[src/rtl/wdog_pkg.sv]
package wdog_pkg;

    typedef enum logic {
        PW_RUN  = 1'b0,
        PW_HALT = 1'b1
    } pwr_state_e;

    typedef enum logic [1:0] {
        CQ_IDLE  = 2'd0,
        CQ_GOT_A = 2'd1,
        CQ_GOT_B = 2'd2
    } clr_state_e;

    localparam int SEL_W = 3;

    // log2 of the division ratio; codes 4..7 are the small ratios,
    // code 0 is the largest, codes 1..3 are the middle ones.
    function automatic logic [2:0] ratio_shift(input logic [SEL_W-1:0] sel);
        if (sel[2]) begin
            return {1'b0, sel[1:0]};
        end else if (sel[1:0] == 2'b00) begin
            return 3'd7;
        end else begin
            return {1'b0, sel[1:0]} + 3'd3;
        end
    endfunction

endpackage

[src/rtl/wdog_prescaler.sv]
module wdog_prescaler #(
    parameter int PRE_W = 7
) (
    input  logic       clk,
    input  logic       rst_n,
    input  logic       tick,
    input  logic       restart,
    input  logic [2:0] shift,
    output logic       period_end
);

    logic [PRE_W-1:0] cnt_q;
    logic [PRE_W-1:0] limit;

    always_comb begin
        limit = PRE_W'((32'd1 << shift) - 32'd1);
    end

    assign period_end = tick && !restart && (cnt_q == limit);

    always_ff @(posedge clk or negedge rst_n) begin
        if (!rst_n) begin
            cnt_q <= '0;
        end else if (restart) begin
            cnt_q <= '0;
        end else if (tick) begin
            if (cnt_q == limit) begin
                cnt_q <= '0;
            end else begin
                cnt_q <= cnt_q + 1'b1;
            end
        end
    end

endmodule

[src/rtl/wdog_timeout_ctr.sv]
module wdog_timeout_ctr #(
    parameter int CNT_W = 8
) (
    input  logic clk,
    input  logic rst_n,
    input  logic clear,
    input  logic advance,
    output logic wrap
);

    logic [CNT_W-1:0] cnt_q;

    assign wrap = advance && !clear && (cnt_q == {CNT_W{1'b1}});

    always_ff @(posedge clk or negedge rst_n) begin
        if (!rst_n) begin
            cnt_q <= '0;
        end else if (clear) begin
            cnt_q <= '0;
        end else if (advance) begin
            cnt_q <= cnt_q + 1'b1;
        end
    end

endmodule

[src/rtl/wdog_clear_seq.sv]
module wdog_clear_seq
    import wdog_pkg::*;
(
    input  logic clk,
    input  logic rst_n,
    input  logic dual_mode,
    input  logic clr_single,
    input  logic clr_first,
    input  logic clr_second,
    output logic kick
);

    clr_state_e st_q;
    clr_state_e st_d;

    always_ff @(posedge clk or negedge rst_n) begin
        if (!rst_n) begin
            st_q <= CQ_IDLE;
        end else begin
            st_q <= st_d;
        end
    end

    always_comb begin
        st_d = st_q;
        kick = 1'b0;
        if (!dual_mode) begin
            kick = clr_single;
            st_d = CQ_IDLE;
        end else begin
            unique case (st_q)
                CQ_IDLE: begin
                    if (clr_first && clr_second) begin
                        kick = 1'b1;
                    end else if (clr_first) begin
                        st_d = CQ_GOT_A;
                    end else if (clr_second) begin
                        st_d = CQ_GOT_B;
                    end
                end
                CQ_GOT_A: begin
                    if (clr_second) begin
                        kick = 1'b1;
                        st_d = CQ_IDLE;
                    end
                end
                CQ_GOT_B: begin
                    if (clr_first) begin
                        kick = 1'b1;
                        st_d = CQ_IDLE;
                    end
                end
                default: begin
                    st_d = CQ_IDLE;
                end
            endcase
        end
    end

endmodule

[src/rtl/wdog_top.sv]
module wdog_top
    import wdog_pkg::*;
#(
    parameter int PRE_W = 7,
    parameter int CNT_W = 8
) (
    input  logic             clk,
    input  logic             rst_n,
    input  logic             tick,
    input  logic [SEL_W-1:0] ratio_sel,
    input  logic             dual_mode,
    input  logic             clr_single,
    input  logic             clr_first,
    input  logic             clr_second,
    input  logic             halt_enter,
    output logic             timeout,
    output logic             full_rst,
    output logic             warm_rst,
    output logic             to_flag
);

    logic [SEL_W-1:0] sel_q;
    logic             sel_changed;
    logic             kick;
    logic             clear_all;
    logic             period_end;
    logic             wrap;
    pwr_state_e       pwr_q;
    pwr_state_e       pwr_d;

    assign sel_changed = (ratio_sel != sel_q);
    assign clear_all   = kick || halt_enter;

    always_ff @(posedge clk or negedge rst_n) begin
        if (!rst_n) begin
            sel_q <= '0;
        end else begin
            sel_q <= ratio_sel;
        end
    end

    wdog_clear_seq u_seq (
        .clk        (clk),
        .rst_n      (rst_n),
        .dual_mode  (dual_mode),
        .clr_single (clr_single),
        .clr_first  (clr_first),
        .clr_second (clr_second),
        .kick       (kick)
    );

    wdog_prescaler #(.PRE_W(PRE_W)) u_pre (
        .clk        (clk),
        .rst_n      (rst_n),
        .tick       (tick),
        .restart    (clear_all || sel_changed),
        .shift      (ratio_shift(ratio_sel)),
        .period_end (period_end)
    );

    wdog_timeout_ctr #(.CNT_W(CNT_W)) u_ctr (
        .clk     (clk),
        .rst_n   (rst_n),
        .clear   (clear_all),
        .advance (period_end),
        .wrap    (wrap)
    );

    // power state register
    always_ff @(posedge clk or negedge rst_n) begin
        if (!rst_n) begin
            pwr_q <= PW_RUN;
        end else begin
            pwr_q <= pwr_d;
        end
    end

    always_comb begin
        pwr_d = pwr_q;
        unique case (pwr_q)
            PW_RUN:  if (halt_enter) pwr_d = PW_HALT;
            PW_HALT: if (wrap)       pwr_d = PW_RUN;
            default: pwr_d = PW_RUN;
        endcase
    end

    // registered outputs
    always_ff @(posedge clk or negedge rst_n) begin
        if (!rst_n) begin
            timeout  <= 1'b0;
            full_rst <= 1'b0;
            warm_rst <= 1'b0;
            to_flag  <= 1'b0;
        end else begin
            timeout  <= wrap;
            full_rst <= wrap && (pwr_q == PW_RUN);
            warm_rst <= wrap && (pwr_q == PW_HALT);
            if (halt_enter) begin
                to_flag <= 1'b0;
            end else if (wrap) begin
                to_flag <= 1'b1;
            end
        end
    end

endmodule

[config.mk]
export PLATFORM = sky130hd
export DESIGN_NAME = wdog_top
export DESIGN_NICKNAME = d
export VERILOG_FILES = /design/src/rtl/wdog_pkg.sv /design/src/rtl/wdog_prescaler.sv /design/src/rtl/wdog_timeout_ctr.sv /design/src/rtl/wdog_clear_seq.sv /design/src/rtl/wdog_top.sv
export SDC_FILE = /design/constraint.sdc
export NUM_CORES = 1
export LEC_CHECK = 0
export ABC_AREA = 0
export CAP_MARGIN = 25
export CORE_MARGIN = 5
export CORE_UTILIZATION = 40
export DETAILED_ROUTE_END_ITERATION = 10
export DONT_BUFFER_PORTS = 1
export SYNTH_ARGS = -nofsm -noshare
export SYNTH_HDL_FRONTEND = slang
export SYNTH_SLANG_ARGS = --single-unit
[constraint.sdc]
create_clock -name clk -period 3.62 [get_ports clk]
set_input_delay 0.724 -clock clk [delete_from_list [all_inputs] [get_ports clk]]
set_output_delay 0.724 -clock clk [all_outputs]
set_load 0.02 [all_outputs]
After elaboration in Yosys (flattened, before gate mapping)

Cells that the tools add are included.
Widths: inputs -> output; s select.

$add $sub $neg: 4
Equality and inequality tests: 9
Shift-type cells: 1
Multiplexer cells: 24
Bitwise gates (word level): 1
Reduce and logical (&&, ||, !) cells: 17

Operators with widths:

| cell                | number |
|---|---|
| $mux 7              | 3 |
| $mux 8              | 2 |
| $mux 2              | 6 |
| $ne 3x3->1 const B  | 3 |
| $add 8x1->8 const B | 1 |
| $eq 8x8->1 const B  | 1 |
| $mux 1              | 8 |
| $add 7x1->7 const B | 1 |
| $eq 7x7->1          | 1 |
| $logic_and 1x1->1   | 7 |
| $shl 1x3->7 const A | 1 |
| $sub 7x1->7 const B | 1 |
| $mux 3              | 2 |
| $pmux 2 s3          | 1 |
| $reduce_bool 2->1   | 3 |
| $logic_not 2->1     | 2 |
| $ne 4x4->1 const B  | 1 |
| $reduce_and 4->1    | 1 |
| $add 2x2->3 const B | 1 |
| $ne 3x3->1          | 1 |
| $pmux 1 s3          | 1 |
| $eq 2x1->1 const B  | 1 |
| $eq 2x2->1 const B  | 1 |
| $logic_not 1->1     | 2 |
| 3 further kinds     | 4 |

Register bits: 25
Input bits: 11
Output and inout bits: 4
Logic and storage cells: 65

Logic depth before layout (Yosys ltp)

Gate-level depths: netlist (run 1).

Word-level depth: 13
Depth in mapped cells: 11
Depth with buffers taken out: 9

Hierarchy

Synthesis (run 1) repeated with hierarchy kept, for this count alone.

Cells, all modules: 139
Area, all modules: 1373.8 um^2

By module, submodules not included:

| module           | times used | cells an instance | area each (um^2) | seq. area each (um^2) |
|---|---|---|---|---|
| wdog_prescaler   | 1          | 66                | 556.8            | 175.2 |
| wdog_timeout_ctr | 1          | 39                | 404.1            | 200.2 |
| wdog_top         | 1          | 25                | 316.6            | 200.2 |
| wdog_clear_seq   | 1          | 9                 | 96.3             | 50.0 |

Worst setup path before layout (run 1)

OpenSTA, ideal clock, no wires.

Path type: input to register
From: in ratio_sel[1]
To: reg u_ctr.cnt_q[5]
Library setup time: 0.079 ns
Arrival: 2.689 ns
Required time: 3.541 ns
Path slack: 0.852 ns
Stages: 11
Path buffers: 2
Cell sequence: buf_4 > inv_1 > nand3_1 > ha_1 > and3b_1 > a211o_1 > a21oi_1 > o22ai_2 > buf_6 > nor4_2 > mux2i_1

Word-level cells in the longest chain between the ends: 8
Elaborated cells on any way between the ends: 13
Those cells by class: add/sub: 2; eq/ne: 2; shift: 1; mux: 2; reduce/logical: 6

RTL lines:

| element                                               | line                           | RTL |
|---|---|---|
| start, declared                                       | wdog_top.sv:10                 | `input logic [SEL_W-1:0] ratio_sel,` |
| $add 2x2->3 / $logic_not 2->1 (equally long branches) | wdog_pkg.sv:24, wdog_pkg.sv:21 |  |
| $mux 3                                                | wdog_pkg.sv:21                 | `end else if (sel[1:0] == 2'b00) begin` |
| $mux 3                                                | wdog_pkg.sv:19                 | `if (sel[2]) begin` |
| $shl 1x3->7                                           | wdog_prescaler.sv:16           | `limit = PRE_W'((32'd1 << shift) - 32'd1);` |
| $sub 7x1->7                                           | wdog_prescaler.sv:16           |  |
| $eq 7x7->1                                            | wdog_prescaler.sv:19           | `assign period_end = tick && !restart && (cnt_q == limit);` |
| $logic_and 1x1->1 (*)                                 | wdog_prescaler.sv:19           |  |
| $reduce_bool 2->1 (no line) (*)                       | -                              |  |
| end signal, assigned                                  | wdog_timeout_ctr.sv:21         | `cnt_q <= cnt_q + 1'b1;` |
| end, declared                                         | wdog_timeout_ctr.sv:11         | `logic [CNT_W-1:0] cnt_q;` |

Every way passes the cells marked *; elsewhere a longest branch is shown, timed or not.
A chain may end at the register's enable or synchronous reset.

Worst setup path after layout (run 1)

From: in ratio_sel[1]
To: reg u_pre.cnt_q[2]

Word-level cells in the longest chain between the ends: 9
Elaborated cells on any way between the ends: 13
Those cells by class: add/sub: 2; eq/ne: 2; shift: 1; mux: 5; reduce/logical: 3

RTL lines:

| element                                               | line                           | RTL |
|---|---|---|
| $add 2x2->3 / $logic_not 2->1 (equally long branches) | wdog_pkg.sv:24, wdog_pkg.sv:21 |  |
| $mux 3                                                | wdog_pkg.sv:21                 |  |
| $mux 3                                                | wdog_pkg.sv:19                 |  |
| $shl 1x3->7                                           | wdog_prescaler.sv:16           |  |
| $sub 7x1->7                                           | wdog_prescaler.sv:16           |  |
| $eq 7x7->1                                            | wdog_prescaler.sv:27           | `if (cnt_q == limit) begin` |
| $mux 7                                                | wdog_prescaler.sv:27           |  |
| $mux 7                                                | wdog_prescaler.sv:26           | `end else if (tick) begin` |
| $mux 7                                                | wdog_prescaler.sv:24           | `end else if (restart) begin` |
| end signal, assigned                                  | wdog_prescaler.sv:30           | `cnt_q <= cnt_q + 1'b1;` |
| end, declared                                         | wdog_prescaler.sv:12           | `logic [PRE_W-1:0] cnt_q;` |

Several ways; a longest one is shown, not always the timed one. The select of a mux whose other input is x is not followed.

==> results of run 1 <==
## logic make-up after synthesis
kind of cell               count (synthesis)  share of synthesized area [%]
and+or+nand+nor                           82                           28.4
xor gates and xnor gates                   8                           4.14
AOI/OAI and AO/OA                         29                           15.8
muxes                                     10                           5.98
DFF                                       25                           36.9
buffers and inverters                     18                           5.76
adders and majority gates                  4                           2.95
## power by group
group          total, mW  switching [mW]  internal (mW)
registers          0.284         0.00204          0.282
clock network      0.169          0.0913         0.0780
logic             0.0661          0.0396         0.0265
total              0.519           0.133          0.387
## routing by layer
metal	share of wire, %	vias up	routed length, um
met5	0	-	0
met4	1.9	0	64
met3	4.2	6	140
met2	51	17	1680
met1	43	605	1420
li1	-	609	-
## through the flow
| stage | total power [mW] | area, um2 |
|---|---|---|
| 5_1_grt | 0.545 | 1750 |
| 3_5_place_dp | 0.355 | 1700 |
| 3_3_place_gp | 0.353 | 1700 |
| 4_1_cts | 0.526 | 1750 |
| 6_report | 0.519 | 1750 |
| 2_1_floorplan | 0.354 | 1690 |
## area by class of cell
cell class | instances | area, um2
Clock buffer | 3 | 41.3
Clock inverter | 1 | 7.51
Fill cell | 367 | 2310
Inverter | 9 | 33.8
Multi-Input combinational cell | 133 | 971
Sequential cell | 25 | 626
Tap cell | 50 | 62.6
Timing Repair Buffer | 1 | 7.51
## state kept, by name, summed over array words and instances, names as in the netlist, 2 cells and up
register,cells
u_pre.cnt_q,7
u_ctr.cnt_q,8
sel_q,3
u_seq.st_q,2
## cells in the final DEF (no fill, tap or decap), types with 2 or more instances in the layout
cell type and n:
and3_1 2, inv_1 9, ha_1 4, nor3_1 5
nand3_1 8, o221ai_1 2, nand4_1 2, nand2b_1 5
o21a_1 3, o21ai_0 4, dfrtp_1 25, a211oi_1 2
a21oi_1 4, nor4_2 3, mux2i_1 9, or2b_1 3
xor2_1 4, and2b_1 2, and2_1 3, nand2_1 28
xnor2_1 4, and3b_1 2, nor2_1 10, clkbuf_8 3
## path summary, 6_finish.rpt
kind,slack [ps],cells after the start,end
min in group clk,460,1,u_seq.st_q[1]
hold / removal,130,0,u_ctr.cnt_q[5]
hold reg to reg,460,1,u_seq.st_q[1]
setup / recovery,740,8,u_pre.cnt_q[2]
setup reg to reg,1280,7,u_ctr.cnt_q[7]
max in group asynchronous,3400,0,u_pre.cnt_q[1]
## worst max-delay path, stage by stage
cell,delay [ps]
inv_1,60
ha_1,430
nor4bb_1,420
a211o_1,190
a21oi_1,50
o22ai_2,570
o21ai_1,270
o311ai_0,330
==> results_dict.tcl, run 1 <==
set metrics [dict create \
    status "finished, final reports clean" \
    dp.cells 218 \
    cp-startpoint "ratio_sel[1]" \
    rsz0062_at_grt "false" \
    grt_util_met1_pct 14.3 \
    worstMarginPinSlew_ps 691 \
    hold_viol 0 \
    synthFlopType "dfrtp_1" \
    synth_cells 176 \
    critical_path_class "primary input to flop" \
    irDropWorstVdd_mv 0.145 \
    cts_root_buf "clkbuf_8" \
    post_cts_resized 0 \
    wl_per_cell_um 14.9 \
    slew_headroom_pct 53.9 \
    grt_max_degree 26 \
    hp-class "primary input to asynchronous set/reset pin" \
    grt_pass1_wl_mm 5.55 \
    cp_max_fo 12 \
    grt_use_total_pct 12.8 \
    rr_startpoint "u_seq.st_q[0]" \
    yosysTopAreaCellShare_pct 36.9 \
    die_area_um2 5640 \
    antenna_found_initial 0 \
    numClockSinks 25 \
    vias_per_cell 5.57 \
    min_period_ps 2880 \
    dpl.hpwl_mm 2.46 \
    synth_most_common_cell "nand2_1" \
    power.density_nw_per_um2 297 \
    fmaxAchievable_ghz 0.347 \
    synthTopCellsByArea "dfrtp_1, nand2_1, mux2i_1, ha_1, nand3_1" \
    cap_violations 0 \
    num_antenna_cells 0 \
    post-route-period-util_pct 79.5 \
    portBuffers 0 \
    yosysTopAreaCell "dfrtp_1" \
    design.core.area_um2 4060 \
    cp.required_ps 3780 \
    syn_to_final_growth_pct 3.25 \
    ant_nets 0 \
    grt-busiest-layer "met2" \
    timing.final.max_slew_violations 0 \
    synth_fp_nets 191 \
    async_flop_share_pct 100 \
    drtIter0Drc 57 \
    die_y_um 75.1 \
    cts_tree "built" \
    dr.pass1.iters 4 \
    syn-cell-area_um2 1690 \
    grt_use_met3_pct 3.60 \
    cts_buffers 3 \
    fin_skew_ps 5.73 \
    cts.path.max_buffers 2 \
    synth.avg_cell_area_um2 9.63 \
    start_util_pct 41.8 \
    fp.dieW_um 75.1 \
    seq_area_frac_synth_pct 36.9 \
    yosys_warnings 0 \
    synth-edff-count 0 \
    p_leak_nw 0.712 \
    synth_common_cells "nand2_1, dfrtp_1, nor2_1, inv_1, mux2i_1" \
    num_vias 1237 \
    fin_nets 188 \
    ys_ff_latch 25 \
    final_util_pct 43.1 \
    grt_pass1_vias 1258 \
    htree_levels 1 \
    path_clk_slew_ps 90 \
    grt_overflow 0 \
    io_pins 15 \
    gp_congestion 0.796 \
    tns_ps 0 \
    final.setup.worst_slack_ps 741 \
    arrival_ps 3040 \
    cp-start-kind "primary input" \
    route.detailed.drc 0 \
    post-place-ws_ps 464 \
    setup_viol 0 \
    layout.cells.non_filler 222 \
    routed_wl_mm 3.30 \
    postCtsHoldBufs 0 \
    yosysUniqueCellTypes 51 \
    drive_gt1_share_pct 11.0 \
    rows 23 \
    worstSetupEndpointType "flop" \
    clock_latency_ps 270 \
    grt_util_met2_pct 22.5 \
    finalHoldWorstSlack_ps 135 \
    post_cts_buffers 0 \
]
No activity file was read; power rests on OpenSTA's default activity.
==> run 2: changes to the inputs <==
clock period = 2.86 ns   (was 3.62 ns; I/O delays follow)
==> results_dict.tcl, run 2 (synthesis results as in run 1) <==
set metrics [dict create \
    routed_wl_mm 3.22 \
    start_util_pct 41.8 \
    tns_ps 0 \
    internal_power_mw 0.495 \
    power_frac_comb_pct 14.5 \
    power.density_nw_per_um2 371 \
    grt_use_met3_pct 3.34 \
    grt_pass1_wl_mm 5.57 \
    hp-class "primary input to asynchronous set/reset pin" \
    grt_util_met1_pct 16.3 \
    cts_root_buf "clkbuf_8" \
    irDropWorstVdd_mv 0.306 \
    rows 23 \
    num_vias 1226 \
    final_common_cell "nand2_1" \
    drtIter0Drc 37 \
    top_register "u_ctr.cnt_q" \
    grt_use_total_pct 13.0 \
    fmaxAchievable_ghz 0.417 \
    switching_share_pct 24.7 \
    cp.required_ps 3050 \
    hold_viol 0 \
    cp-start-kind "primary input" \
    syn_to_final_growth_pct 4.65 \
    p_leak_nw 0.727 \
    power_switching_mw 0.163 \
    rsz0062_at_grt "false" \
    seq_power_share_pct 54.7 \
    critical_path_class "primary input to flop" \
    critPathMaxStageDelay_ps 330 \
    final_util_pct 43.7 \
    design.core.area_um2 4060 \
    worstSetupEndpointType "flop" \
    fin_nets 190 \
    cts_buffers 3 \
    post-route-period-util_pct 83.8 \
    arrival_ps 2590 \
    route.detailed.drc 0 \
    fin_skew_ps 3.98 \
    worstMarginPinSlew_ps 387 \
    num_antenna_cells 0 \
    top_regs "u_ctr.cnt_q x8, u_pre.cnt_q x7, sel_q x3" \
    status "finished, final reports clean" \
    rr_startpoint "u_seq.st_q[0]" \
    cts.path.max_buffers 2 \
    dr.pass1.iters 4 \
    slew_headroom_pct 74.1 \
    die_area_um2 5640 \
    dpl.hpwl_mm 2.47 \
    path_clk_slew_ps 80 \
    grt_pass1_vias 1199 \
    power_mw 0.658 \
    reg2reg_to "u_ctr.cnt_q[7]" \
    antenna_found_initial 0 \
    cts_tree "built" \
    p_clk_share_pct 30.8 \
    largest_reg_flops 8 \
    numClockSinks 25 \
    clock_latency_ps 260 \
    grt_overflow 0 \
    gp_congestion 0.792 \
    htree_levels 1 \
    io_pins 15 \
    min_period_ps 2400 \
    r2r_cells 6 \
    setup_viol 0 \
    timing.final.max_slew_violations 0 \
    grt_util_met2_pct 22.2 \
    cpMaxStageDelayCell "nor4_2" \
    portBuffers 0 \
    die_y_um 75.1 \
    cp_max_fo 11 \
    drive_gt1_share_pct 11.5 \
    crit_chain "inv_1 > nand3_1 > ha_1 > and3b_1 > a211o_1 > a21oi_1 > o22ai_2 > buf_4 > nor4_2 > mux2i_1" \
    grt_max_degree 26 \
    grt-busiest-layer "met2" \
    wl_per_cell_um 14.4 \
    ant_nets 0 \
    fp.dieW_um 75.1 \
    cap_violations 0 \
    r2r_setup_slack_ps 740 \
    critPathBufInv 2 \
    final_cell_mix "nand2_1, dfrtp_1, nor2_1" \
    cpLargestDelayFamily "simple AND/OR/NAND/NOR gates" \
    vias_per_cell 5.47 \
]
run 2: changes by cell type in the layout (fill, tap and decap cells not counted):
| cell | delta |
|---|---|
| buf_12 | +1 |
| buf_4 | +1 |
| clkbuf_1 | +1 |
| clkinvlp_4 | -1 |
run 2: per-layer routing:
| metal | part of all wire [%] | vias to the layer above |
|---|---|---|
| li1 | - | 615 |
| met1 | 43 | 583 |
| met2 | 51 | 22 |
| met3 | 4.4 | 6 |
| met4 | 1.1 | 0 |
| met5 | 0 | - |
run 2: worst max path at each step:
stage	startpoint	endpoint	slack, ps	cells past startpoint
floorplan	ratio_sel[1]	u_ctr.cnt_q[5]	240	11
global placement	ratio_sel[1]	u_ctr.cnt_q[7]	230	10
detailed placement	ratio_sel[1]	u_ctr.cnt_q[7]	170	10
CTS	ratio_sel[1]	u_ctr.cnt_q[7]	450	10
global route	ratio_sel[1]	u_ctr.cnt_q[7]	310	10
finish	ratio_sel[1]	u_ctr.cnt_q[7]	460	10
run 2: layout make-up:
cell class | instances | area [um2]
fill | 395 | 2280
multi-input combinational | 133 | 971
clock buffer | 4 | 45.0
inverter | 9 | 33.8
sequential | 25 | 626
timing repair buffer | 3 | 35.0
tap | 50 | 62.6
run 2: power by group through the flow:
stage               Combinational [mW]  Sequential (mW)  Clock [mW]
finish                          0.0954            0.360       0.203
global route                     0.106            0.360       0.229
CTS                             0.0969            0.360       0.213
detailed placement              0.0860            0.367           0
global placement                0.0834            0.366           0
floorplan                       0.0819            0.366           0
run 2: worst reg2reg max path, stage by stage (launching register included):
cell and delay [ps]:
dfrtp_1 400, or2_1 260, a311oi_2 300, and3_1 350, nand4_4 180, nor4_2 340, mux2i_1 210
run 2: timing repair:
action                                  4_1_cts  5_1_grt
gates resized for setup                       0        0
setup buffers                                 0        0
hold buffers                                  1        0
endpoints found under the setup margin        0        0
hold endpoints to repair                     25        0
run 2: per-stage QoR:
step                cell area [um2]  hold WS (ps)  instances  setup WS (ps)
floorplan                      1690           276        176            244
global placement               1710           277        219            229
detailed placement             1710           277        219            173
CTS                            1770           114        224            446
global route                   1770           109        224            307
finish                         1770           112        224            462
==> run 3: changes to the inputs <==
clock period = 2.1 ns   (was 2.86 ns; I/O delays follow)
==> results_dict.tcl, run 3 (synthesis results as in run 1) <==
set metrics [dict create \
    dpl.hpwl_mm 2.58 \
    cp_max_fo 7 \
    grt_max_degree 26 \
    cts_buffers 3 \
    cp-start-kind "flop" \
    cp.required_ps 2290 \
    routed_wl_mm 3.35 \
    r2r_setup_slack_ps 70 \
    regArea_um2 626 \
    final_common_cell "nand2_1" \
    critPathMaxStageDelay_ps 410 \
    fmaxAchievable_ghz 0.493 \
    timing.final.max_slew_violations 0 \
    min_period_ps 2030 \
    irDropWorstVdd_mv 0.305 \
    numClockSinks 25 \
    die_area_um2 5640 \
    start_util_pct 41.8 \
    cts_root_buf "clkbuf_8" \
    grt_overflow 0 \
    min_path_cells 0 \
    num_antenna_cells 0 \
    gp_congestion 0.798 \
    rr_startpoint "u_seq.st_q[0]" \
    largest_reg_flops 8 \
    p_leak_nw 0.836 \
    rsz0062_at_grt "true" \
    rows 23 \
    hp-class "primary input to flop" \
    r2r_cells 6 \
    die_y_um 75.1 \
    crit_chain "or2_1 > a311oi_2 > and3_2 > nand4_4 > nor3_1 > mux2i_1" \
    holdPathEnd "sel_q[0]" \
    tns_ps 0 \
    layout.cells.non_filler 240 \
    critical_path_class "flop to flop" \
    grt_pass1_wl_mm 5.84 \
    post-route-period-util_pct 96.5 \
    design.core.area_um2 4060 \
    n_fill_cell 384 \
    fin_nets 206 \
    drive_gt1_share_pct 23.2 \
    ant_nets 0 \
    cts_tree "built" \
    vias_per_cell 5.34 \
    worstSetupEndpointType "flop" \
    fp.dieW_um 75.1 \
    hold_viol 0 \
    power.density_nw_per_um2 471 \
    cap_violations 0 \
    hp-start "ratio_sel[0]" \
    arrival_ps 2220 \
    final_cell_mix "nand2_1, dfrtp_1, buf_4" \
    top_register "u_ctr.cnt_q" \
    top_regs "u_ctr.cnt_q x8, u_pre.cnt_q x7, sel_q x3" \
    design_area_um2 2010 \
    wl_per_cell_um 13.9 \
    status "finished, final reports clean" \
    cpMaxStageDelayCell "dfrtp_1" \
    fin_skew_ps 3.77 \
    antenna_found_initial 0 \
    clock_latency_ps 270 \
    dp.cells 234 \
    worstMarginPinSlew_ps 398 \
    grt_use_total_pct 13.4 \
    setup_viol 0 \
    htree_levels 1 \
    final_util_pct 49.5 \
    grt_pass1_vias 1284 \
    multiInputGateArea_um2 1070 \
    syn_to_final_growth_pct 18.5 \
    route.detailed.drc 0 \
    portBuffers 0 \
    cts.path.max_buffers 2 \
    reg2reg_to "u_ctr.cnt_q[3]" \
    slew_headroom_pct 73.3 \
    num_vias 1281 \
    path_clk_slew_ps 90 \
    dr.pass1.iters 4 \
    dpl_cell_area_um2 1930 \
    drtIter0Drc 66 \
    io_pins 15 \
]
run 3: worst max-delay path by stage:
stage / slack [ps] / cells after the start / startpoint / endpoint
floorplan: -110 / 10 / ratio_sel[1] / u_ctr.cnt_q[7]
global placement: -200 / 9 / ratio_sel[1] / u_ctr.cnt_q[3]
detailed placement: -240 / 9 / ratio_sel[1] / u_ctr.cnt_q[3]
CTS: 20 / 6 / u_seq.st_q[0] / u_ctr.cnt_q[3]
global route: -40 / 6 / u_seq.st_q[0] / u_ctr.cnt_q[3]
finish: 70 / 6 / u_seq.st_q[0] / u_ctr.cnt_q[3]
run 3: timing repair:
action / 4_1_cts / 5_1_grt
setup buffers: 0 / 0
hold buffers: 2 / 0
hold endpoints to repair: 25 / 0
resized for setup: 0 / 2
setup endpoints to repair: 0 / 7
run 3: final cells by class:
cell class	count	share of cell area [%]
Clock inverter	1	0.249
Tap cell	50	3.12
Sequential cell	25	31.2
Inverter	9	2.18
Clock buffer	3	2.06
Timing Repair Buffer	19	8.04
Multi-Input combinational cell	133	53.2
run 3: worst max-delay path: cells and delay by family (launching register included):
family / cells / cell delay, ps
AO/OA/AOI/OAI: 1 / 280
flip-flops: 1 / 410
multiplexers: 1 / 220
AND/OR/NAND/NOR: 4 / 1030
run 3: per-stage QoR:
stage	setup WS, ps	power (mW)	hold slack, ps
4_1_cts	20.4	0.960	166
3_3_place_gp	-200	0.653	125
6_report	72.8	0.945	174
3_5_place_dp	-242	0.657	125
2_1_floorplan	-114	0.635	124
5_1_grt	-36.0	0.996	157
run 3: power breakdown:
group          internal, mW  switching, mW
Combinational        0.0841         0.0914
Sequential            0.486        0.00310
Clock                 0.133          0.148
Total                 0.703          0.242
run 3: per-layer routing:
metal  track usage [%]  up-vias  share of wire, %
met5                 0        -                 0
met4              6.13        0               2.3
met3              2.00        8               2.2
met2              22.6       18                50
met1              16.7      609                45
li1                  -      646                 -
